--- src/rtl/vmem_fmt_pkg.sv ---
`timescale 1ns/1ps
package vmem_fmt_pkg;

    localparam int BUF_BYTES = 16;
    localparam int WORD_BYTES = 4;
    localparam int BUF_WORDS = BUF_BYTES / WORD_BYTES;
    localparam int SIZE_W = $clog2(BUF_BYTES) + 1;

    typedef enum logic [1:0] {
        ESZ_B1 = 2'd0,
        ESZ_B2 = 2'd1,
        ESZ_B4 = 2'd2,
        ESZ_B8 = 2'd3
    } esize_e;

    typedef struct packed {
        logic                   legal;
        logic [BUF_WORDS-1:0]   word_en;
        logic [BUF_BYTES-1:0]   byte_keep;
    } xfer_plan_t;

    function automatic logic [SIZE_W:0] elem_bytes(esize_e e);
        return (SIZE_W+1)'(1) << e;
    endfunction

    function automatic logic pair_legal(esize_e e, logic [SIZE_W-1:0] sz);
        logic [SIZE_W:0] eb;
        logic [SIZE_W:0] szx;
        logic by_count;
        eb  = elem_bytes(e);
        szx = {1'b0, sz};
        by_count = (szx != '0) && ((szx & (eb - 1'b1)) == '0)
                   && (szx <= (eb << 2)) && (szx <= (SIZE_W+1)'(BUF_BYTES));
        return by_count || (szx == (SIZE_W+1)'(8)) || (szx == (SIZE_W+1)'(16));
    endfunction

endpackage

--- src/rtl/vmem_fmt_decode.sv ---
`timescale 1ns/1ps
module vmem_fmt_decode
    import vmem_fmt_pkg::*;
(
    input  esize_e              esize,
    input  logic [SIZE_W-1:0]   size,
    output xfer_plan_t          plan
);
    logic legal;

    assign legal = pair_legal(esize, size);

    for (genvar i = 0; i < BUF_BYTES; i++) begin : g_keep
        assign plan.byte_keep[i] = legal && (SIZE_W'(i) < size);
    end

    for (genvar k = 0; k < BUF_WORDS; k++) begin : g_word
        assign plan.word_en[k] = legal && (SIZE_W'(k * WORD_BYTES) < size);
    end

    assign plan.legal = legal;
endmodule

--- src/rtl/vmem_fmt_swap.sv ---
`timescale 1ns/1ps
module vmem_fmt_swap
    import vmem_fmt_pkg::*;
#(
    parameter int NB = BUF_BYTES
) (
    input  logic [8*NB-1:0] din,
    input  esize_e          esize,
    input  logic            big,
    output logic [8*NB-1:0] dout
);
    localparam int IDXW = $clog2(NB);

    for (genvar i = 0; i < NB; i++) begin : g_byte
        logic [IDXW-1:0] sel;
        always_comb begin
            sel = IDXW'(i);
            if (big) begin
                case (esize)
                    ESZ_B2:  sel = IDXW'(i) ^ IDXW'(1);
                    ESZ_B4:  sel = IDXW'(i) ^ IDXW'(3);
                    ESZ_B8:  sel = IDXW'(i) ^ IDXW'(7);
                    default: sel = IDXW'(i);
                endcase
            end
        end
        assign dout[8*i +: 8] = din[8*sel +: 8];
    end
endmodule

--- src/rtl/vmem_fmt_agen.sv ---
`timescale 1ns/1ps
module vmem_fmt_agen #(
    parameter int AW = 32,
    parameter int IW = 12
) (
    input  logic [AW-1:0] base,
    input  logic [IW-1:0] imm,
    output logic [AW-1:0] addr
);
    localparam int PADW = AW - IW;

    assign addr = base + {{PADW{1'b0}}, imm};
endmodule

--- src/rtl/vmem_fmt.sv ---
`timescale 1ns/1ps
module vmem_fmt
    import vmem_fmt_pkg::*;
#(
    parameter int AW = 32,
    parameter int IW = 12
) (
    input  logic                     clk,
    input  logic                     rst,
    input  logic                     req_valid,
    output logic                     req_ready,
    input  logic                     req_store,
    input  logic                     req_big,
    input  logic [1:0]               req_esize,
    input  logic [SIZE_W-1:0]        req_size,
    input  logic [AW-1:0]            req_base,
    input  logic [IW-1:0]            req_imm,
    input  logic [8*BUF_BYTES-1:0]   mem_rdata,
    input  logic [8*BUF_BYTES-1:0]   reg_rdata,
    output logic                     out_valid,
    output logic                     out_err,
    output logic [AW-1:0]            out_addr,
    output logic [BUF_WORDS-1:0]     reg_we,
    output logic [8*BUF_BYTES-1:0]   reg_wdata,
    output logic [BUF_BYTES-1:0]     mem_be,
    output logic [8*BUF_BYTES-1:0]   mem_wdata
);
    localparam int DW = 8 * BUF_BYTES;

    esize_e             esz;
    xfer_plan_t         plan;
    logic [DW-1:0]      swap_in;
    logic [DW-1:0]      swapped;
    logic [DW-1:0]      kept;
    logic [AW-1:0]      addr_d;
    logic               ready_q;
    logic               fire;

    assign esz       = esize_e'(req_esize);
    assign req_ready = ready_q;
    assign fire      = req_valid && ready_q;

    vmem_fmt_decode u_decode (
        .esize (esz),
        .size  (req_size),
        .plan  (plan)
    );

    // Store words pack little-endian, so the packed word vector is already a byte stream.
    assign swap_in = req_store ? reg_rdata : mem_rdata;

    vmem_fmt_swap #(.NB(BUF_BYTES)) u_swap (
        .din   (swap_in),
        .esize (esz),
        .big   (req_big),
        .dout  (swapped)
    );

    for (genvar i = 0; i < BUF_BYTES; i++) begin : g_mask
        assign kept[8*i +: 8] = plan.byte_keep[i] ? swapped[8*i +: 8] : 8'h00;
    end

    vmem_fmt_agen #(.AW(AW), .IW(IW)) u_agen (
        .base (req_base),
        .imm  (req_imm),
        .addr (addr_d)
    );

    always_ff @(posedge clk) begin
        if (rst) begin
            ready_q   <= 1'b0;
            out_valid <= 1'b0;
            out_err   <= 1'b0;
            out_addr  <= '0;
            reg_we    <= '0;
            reg_wdata <= '0;
            mem_be    <= '0;
            mem_wdata <= '0;
        end else begin
            ready_q   <= 1'b1;
            out_valid <= fire;
            out_err   <= fire && !plan.legal;
            out_addr  <= fire ? addr_d : '0;
            reg_we    <= (fire && !req_store) ? plan.word_en : '0;
            reg_wdata <= (fire && !req_store) ? kept : '0;
            mem_be    <= (fire && req_store) ? plan.byte_keep : '0;
            mem_wdata <= (fire && req_store) ? kept : '0;
        end
    end

    AST_ERR_QUIET: assert property (@(posedge clk) disable iff (rst)
        out_err |-> (reg_we == '0) && (mem_be == '0));

    AST_WE_CONTIG: assert property (@(posedge clk) disable iff (rst)
        out_valid |-> $onehot0(reg_we + 1'b1));

    for (genvar k = 0; k < BUF_WORDS; k++) begin : g_chk_word
        AST_UNUSED_WORD_ZERO: assert property (@(posedge clk) disable iff (rst)
            !reg_we[k] |-> (reg_wdata[32*k +: 32] == '0));
    end

    AST_ONE_SIDE: assert property (@(posedge clk) disable iff (rst)
        !((|reg_we) && (|mem_be)));

    AST_LATENCY: assert property (@(posedge clk) disable iff (rst)
        (req_valid && req_ready) |=> out_valid);

    AST_IDLE_QUIET: assert property (@(posedge clk) disable iff (rst)
        !out_valid |-> !out_err && (reg_we == '0) && (mem_be == '0));
endmodule

--- config.mk ---
export PLATFORM = sky130hd
export DESIGN_NAME = vmem_fmt
export DESIGN_NICKNAME = d
export VERILOG_FILES = /design/src/rtl/vmem_fmt_pkg.sv /design/src/rtl/vmem_fmt_decode.sv /design/src/rtl/vmem_fmt_swap.sv /design/src/rtl/vmem_fmt_agen.sv /design/src/rtl/vmem_fmt.sv
export SDC_FILE = /design/constraint.sdc
export NUM_CORES = 1
export LEC_CHECK = 0
export BUFFER_PORTS_ARGS = -buffer_cell sky130_fd_sc_hd__buf_2
export CORE_AREA = 2 2 239 241
export CTS_CLUSTER_DIAMETER = 200
export CTS_CLUSTER_SIZE = 24
export DETAILED_ROUTE_END_ITERATION = 8
export DIE_AREA = 0 0 241 243
export SLEW_MARGIN = 25
export SYNTH_ARGS = -nofsm -noshare
export SYNTH_HDL_FRONTEND = slang
export SYNTH_SLANG_ARGS = --single-unit
--- constraint.sdc ---
create_clock -name clk -period 2.6 [get_ports clk]
set_clock_uncertainty 0.1 [all_clocks]
set_input_delay 0.13 -clock clk [delete_from_list [all_inputs] [get_ports clk]]
set_output_delay 0.13 -clock clk [all_outputs]
set_load 0.02 [all_outputs]
# [After elaboration in Yosys (flattened, before gate mapping)]
# Cells that the tools add are included.
[word_totals] reg_bits=311 in_bits=312 output_inout_bits=311 elab_cells=136
[classes] n_addsub=2 n_lt_le_gt_ge=18 n_eq_ne=5 shift=17 muxes=50 bitwise_logic=4 n_reduce_logical=32
[op_table] cell="variable part select 128 x 8 -> 8 bit" count=16
[op_table] cell="case mux 3 bit (3 select lines)" count=16
[op_table] cell="2-to-1 mux 128 bit" count=1
[op_table] cell="2-to-1 mux 8 bit" count=16
[op_table] cell="2-to-1 mux 4 bit" count=16
[op_table] cell="less-than comparator 4 x 5 -> 1 bit (first input constant)" count=8
[op_table] cell="adder 32 x 12 -> 32 bit" count=1
[op_table] cell="logical AND 1 bit" count=23
[op_table] cell="less-than comparator 3 x 5 -> 1 bit (first input constant)" count=4
[op_table] cell="less-than comparator 1 x 5 -> 1 bit (first input constant)" count=2
[op_table] cell="less-than comparator 2 x 5 -> 1 bit (first input constant)" count=2
[op_table] cell="AND 5 x 6 -> 6 bit" count=1
[op_table] cell="less-or-equal comparator 5 x 6 -> 1 bit" count=1
[op_table] cell="zero test 6 bit" count=1
[op_table] cell="OR reduction 2 bit" count=3
[op_table] cell="left shift 1 x 2 -> 6 bit (first input constant)" count=1
[op_table] cell="subtractor 6 x 1 -> 6 bit (second input constant)" count=1
[op_table] cell="equality test 5 x 4 -> 1 bit (second input constant)" count=1
[op_table] cell="equality test 5 bit (second input constant)" count=1
[op_table] cell="less-or-equal comparator 5 bit (second input constant)" count=1
[op_table] cell="nonzero test 5 bit" count=1
[op_table] cell="equality test 2 bit (second input constant)" count=2
[op_table] cell="inverter 1 bit" count=3
[op_table] cell="equality test 2 x 1 -> 1 bit (second input constant)" count=1
[op_table] cell="3 further kinds" count=5

# [Logic depth before layout (Yosys ltp)]
[depth] word_depth=11 ltp_mapped=13 depth_no_buf=10

# [Cells and area by module]
# A second synthesis with hierarchy kept.
[unflattened] hier_cells=1669 hier_area_um2=14909.3
[by_module_without_submodules] module="vmem_fmt" instances=1 cells_per_inst=955 area_per_inst_um2=9992.1 seq_area_each_um2=6226.0
[by_module_without_submodules] module="vmem_fmt_swap" instances=1 cells_per_inst=508 area_per_inst_um2=3515.9 seq_area_each_um2=0.0
[by_module_without_submodules] module="vmem_fmt_agen" instances=1 cells_per_inst=140 area_per_inst_um2=970.9 seq_area_each_um2=0.0
[by_module_without_submodules] module="vmem_fmt_decode" instances=1 cells_per_inst=66 area_per_inst_um2=430.4 seq_area_each_um2=0.0

# [Worst setup path before layout]
# OpenSTA, ideal clock, no wires.
[synth_timing] path_kind="input port to flip-flop" start="input port req_esize[0]" end="register mem_be[13]" setup_ps=137 arrival_time_ps=2513 t_required_ps=2363 slack_ps=-150 stages=12 path_buffers=4 cell_sequence="buf_2 -> clkbuf_1 -> buf_1 -> nand2b_1 -> ha_1 -> nor2b_1 -> o21ai_0 -> a221oi_4 -> o32ai_4 -> nand3_2 -> clkbuf_1 -> nor2_1"
[synth_between] elab_chain_cells=10 elab_cells_between_ends=11 cone_classes="add/sub: 1; order compare: 1; shift: 1; bitwise: 1; reduce/logical: 7"
[synth_lines] element="start: declaration" line_no="vmem_fmt.sv:14" text="input logic [1:0] req_esize,"
[synth_lines] element="left shift 1 x 2 -> 6 bit (*)" line_no="vmem_fmt_pkg.sv:23" text="return (SIZE_W+1)'(1) << e;"
[synth_lines] element="subtractor 6 x 1 -> 6 bit" line_no="vmem_fmt_pkg.sv:32" text="by_count = (szx != '0) && ((szx & (eb - 1'b1)) == '0)"
[synth_lines] element="AND 5 x 6 -> 6 bit" line_no="vmem_fmt_pkg.sv:32"
[synth_lines] element="zero test 6 bit" line_no="vmem_fmt_pkg.sv:32"
[synth_lines] element="logical AND 1 bit" line_no="vmem_fmt_pkg.sv:32"
[synth_lines] element="logical AND 1 bit (*) (2 in series)" line_no="vmem_fmt_pkg.sv:33" text="&& (szx <= (eb << 2)) && (szx <= (SIZE_W+1)'(BUF_BYTES));"
[synth_lines] element="logical OR 1 bit (*) (2 in series)" line_no="vmem_fmt_pkg.sv:34" text="return by_count || (szx == (SIZE_W+1)'(8)) || (szx == (SIZE_W+1)'(16));"
[synth_lines] element="logical AND 1 bit (*)" line_no="vmem_fmt_decode.sv:14" text="assign plan.byte_keep[i] = legal && (SIZE_W'(i) < size);"
[synth_lines] element="end signal: assignment" line_no="vmem_fmt.sv:86" text="mem_be <= (fire && req_store) ? plan.byte_keep : '0;"
[synth_lines] element="end: declaration" line_no="vmem_fmt.sv:25" text="output logic [BUF_BYTES-1:0] mem_be,"
# Every way passes the cells marked *; elsewhere a longest branch is shown, timed or not.
# A chain may end at the register's enable or synchronous reset.

# [Final worst setup path]
[layout_timing] start="input port req_imm[1]" end="register out_addr[24]"
[layout_between] elab_chain_cells=1
[layout_lines] element="start: declaration" line_no="vmem_fmt.sv:17" text="input logic [IW-1:0] req_imm,"
[layout_lines] element="adder 32 x 12 -> 32 bit" line_no="vmem_fmt_agen.sv:12" text="assign addr = base + {{PADW{1'b0}}, imm};"
[layout_lines] element="end signal: assignment" line_no="vmem_fmt.sv:83" text="out_addr <= fire ? addr_d : '0;"
[layout_lines] element="end: declaration" line_no="vmem_fmt.sv:22" text="output logic [AW-1:0] out_addr,"
# Every way passes these cells.

==> impl_summary.log <==
[metrics] final standard cell utilization of the core: 38.2%
[metrics] # clock sinks: 311
[metrics] startpoint type of the worst setup path: primary input
[metrics] worst setup path category: primary input to register
[metrics] clock transition at the register clock pins on the worst setup and hold paths after CTS: approximately 100 ps
[metrics] TritonCTS clock tree: done
[metrics] post-synthesis cell type with the largest combined area: dfxtp_1
[metrics] site row count: 87
[metrics] Worst Hold Path EP: out_addr[6]$_SDFF_PP0_
[metrics] Detailed Place HPWL: 60100 µm
[metrics] DRT Pass-1 Iters: 5
[metrics] Final GP Congestion: between 0.9 and 1
[metrics] most instantiated library cell after synthesis: dfxtp_1
[metrics] count of unresolved DRC violations after routing: 0
[metrics] via-per-instance ratio: 5.11
[metrics] Area Growth Syn to Fin: 37.4%
[metrics] number of filler cells placed in the layout: 5712
[metrics] count of pins on the block boundary: 623
[metrics] largest fanout of any net on the critical path: 5
[metrics] fin. max-slew vios: 0
[metrics] time the worst path needs with I/O delays and setup: 2540 ps
[metrics] switching fraction of total power: 30.9%
[metrics] Worst Max-Slew Pin Slew: 890 ps
[metrics] EDFF count, synth: 0
[metrics] aggregate routed wire length: 73800 µm
[metrics] H-tree levels: 1
[metrics] number of buffers added by the clock tree synthesis step: 16
[metrics] mean routed wirelength per cell: 24.1 µm
[metrics] result of the run: finished clean
[metrics] overall power: ~10 mW
[metrics] deepest clock path buffer count: 3
[metrics] vias in the first global route: 15200
[metrics] overall via count from detail_route: 15700
[metrics] Critical Path AT: 2860 ps
[metrics] global-route wire length before repair: just over 100000 µm
[metrics] Power Dens Cells: 489 mW/mm²
[metrics] average size of a mapped cell: 9.80 µm²
[metrics] depth of the most critical reg-to-reg path: 5
[metrics] kind of cell adding the most delay to the critical path: buffers and inverters
[metrics] Worst slew margin: 40.7%
[metrics] synthesized netlist cell count: 1589
[metrics] Crit path buffers/inverters: 4
[metrics] largest net degree at the start of global routing: 54
[metrics] Leak: 10.3 nW
[metrics] top cell type's share of synthesized area: 40.0%
[metrics] Final ANT Viol Nets: 0
[metrics] r2r startpoint: req_ready$_DFF_P_
[metrics] Max Fclk: 393 MHz
[metrics] setup repair after global routing missed its margin: no
[metrics] Reg-to-Reg End: mem_wdata[120]$_SDFF_PP0_
[metrics] combinational fraction of design power: 27.4%
[metrics] Congestion Overflow GR: 0
[metrics] initial standard-cell utilization of the core: roughly 28%
[metrics] data required time at the worst endpoint: approximately 2900 ps
[metrics] clock network latency to the later pin of the worst-skew pair: 520 ps
[metrics] combined global-route utilization of all metal layers: 23.9%
[metrics] cell-internal power: 7.22 mW
[metrics] net switching power: roughly 3.2 mW
[metrics] hold path startpoint: req_imm[6]
[metrics] cells along the critical path: buf_2, dlygate4sd3_1, fa_1, a21oi_2, o211ai_1, a21oi_2, buf_4, nor4_1, xnor2_1, dlygate4sd3_1, nor2_1
[metrics] largest cells by area after synthesis: dfxtp_1 40%, mux4_2 16%, mux2i_1 7.5%
[metrics] number of failing setup endpoints in the final timing report: 0
[metrics] proportion of layout cells with a drive suffix above 1: 40.7%
[metrics] fraction of the yosys area taken by sequential cells: 40.0%
[metrics] most instantiated flip-flop cell in the synthesis netlist: dfxtp_1
[metrics] crit share post-route: 97.8%
[metrics] Mapped Nets: 1918
[metrics] async set or reset register ratio after synthesis: 0%
[metrics] number of nets in the finished design: 2633
[metrics] Seq pwr share: 46.0%
[metrics] Slowest Stage Delay on Critical Path: 570 ps
[metrics] Core Area: between 0.05 and 0.06 mm²
[metrics] number of endpoints with negative hold slack in the final report: 0
[metrics] Yosys Warn Count: 0
[metrics] initial antenna violation count: 8
[metrics] post-synthesis instance area: 0.0156 mm²
[metrics] count of input and output buffers: 622
[metrics] R2R Setup Slk: 240 ps
[metrics] number of different library cells in the post-synthesis netlist: 63
[metrics] number of cells on the worst hold path: 4
[metrics] maxcap violations: 0
[metrics] worst-path cell with the longest stage delay: dlygate4sd3_1
[metrics] post-synthesis register bit count: 311
[metrics] top cell types by occurrence after synthesis: 311 x dfxtp_1, 194 x nor2_1, 161 x nand2_1
[metrics] kind of end point of the critical path: register
[metrics] Chip Height: between 200 and 250 µm
[metrics] full die area: 0.0586 mm²
[metrics] violation count after the first detailed-routing iteration: 1118
[metrics] worst hold path type: primary input to register
[metrics] Root Buffer: clkbuf_16
[metrics] Peak VDD IR: 0.403 mV
[metrics] die extent in x: 241 µm
[metrics] clock share of power: 26.6%
[tightest hold or removal path: stages]
cell	delay, ps
buf_2	80
ha_1	230
xor2_1	100
nor2_1	90
[kinds of logic after synthesis]
kind of cell / after synthesis / synth area share (%)
XOR/XNOR: 20 / 1.13
multiplexers: 235 / 24.2
buffers and inverters: 155 / 4.67
adder cells (fa/ha/maj): 17 / 1.41
flip-flops: 311 / 40.0
AND/OR/NAND/NOR: 565 / 17.0
AO/OA/AOI/OAI: 286 / 11.6
[worst max-delay path by stage]
| stage | start | end | slack (ps) | cells after the start |
|---|---|---|---|---|
| 3_5_place_dp | req_esize[0] | reg_wdata[101]$_SDFF_PP0_ | -220 | 11 |
| 5_1_grt | req_imm[1] | out_addr[14]$_SDFF_PP0_ | 10 | 11 |
| 3_3_place_gp | req_esize[1] | reg_wdata[101]$_SDFF_PP0_ | -130 | 11 |
| 2_1_floorplan | req_esize[0] | mem_wdata[107]$_SDFF_PP0_ | 70 | 13 |
| 4_1_cts | req_imm[1] | out_addr[24]$_SDFF_PP0_ | 60 | 11 |
| 6_report | req_imm[1] | out_addr[24]$_SDFF_PP0_ | 60 | 11 |
[cell type report]
cell class | instances | area [µm²] | area share, %
multi-input cells | 1123 | 8680 | 40.6
flip-flops and latches | 311 | 6230 | 29.1
repair buffers | 817 | 4980 | 23.3
well taps | 756 | 946 | 4.42
clock buffers | 18 | 429 | 2.01
inverters | 35 | 131 | 0.614
diodes | 4 | 10.0 | 0.0468
[flip-flops by register name, summed over array words and instances (netlist names)]
signal and flops:
out_err 1, out_valid 1, reg_we 4, req_ready 1, mem_wdata 128, reg_wdata 128
mem_be 16, out_addr 32
[placed cells by master, fill, tap and decap left out, types with 49 or more instances in the layout]
| cell type | synthesis | final |
|---|---|---|
| a21oi_1 | 124 | 122 |
| nand2_1 | 161 | 158 |
| buf_4 | 16 | 120 |
| dfxtp_1 | 311 | 311 |
| nor2_1 | 194 | 192 |
| buf_2 | 49 | 621 |
| o21ai_0 | 49 | 49 |
| mux2i_1 | 117 | 117 |
| dlygate4sd3_1 | 0 | 54 |
| mux4_2 | 113 | 113 |
[routing by layer]
layer | vias to the layer above | share of wire, % | track usage, %
li1 | 7121 | - | -
met1 | 7703 | 43 | 32.8
met2 | 752 | 46 | 38.7
met3 | 73 | 8.3 | 5.16
met4 | 4 | 2.0 | 4.87
met5 | - | 0.033 | 0
[power by group through the flow]
stage                     Combinational [mW]  Sequential (mW)  Clock [mW]
after floorplan                         1.42             4.97           0
after global placement                  2.68             4.92           0
after detailed placement                2.71             4.92           0
after CTS                               2.80             4.81        2.87
after global routing                    3.05             4.82        3.01
final                                   2.86             4.81        2.78
[per-stage QoR]
| stage | area (µm²) | TNS, ps | hold WS (ps) | setup slack (ps) | cells |
|---|---|---|---|---|---|
| 2_1_floorplan | 15600 | 0 | 105 | 67.7 | 1589 |
| 3_3_place_gp | 20400 | -140 | 193 | -133 | 2982 |
| 3_5_place_dp | 20400 | -515 | 200 | -216 | 2982 |
| 4_1_cts | 21300 | 0 | 4.91 | 59.8 | 3054 |
| 5_1_grt | 21400 | 0 | 25.0 | 12.6 | 3063 |
| 6_report | 21400 | 0 | 30.3 | 57.4 | 3064 |
[repair_timing]
item,CTS,global route
resized for setup,0,4
setup endpoints to repair,0,5
buffers inserted,0,5
hold buffers,54,0
hold endpoints to repair,38,0
Power figures use the tool's default switching activity.
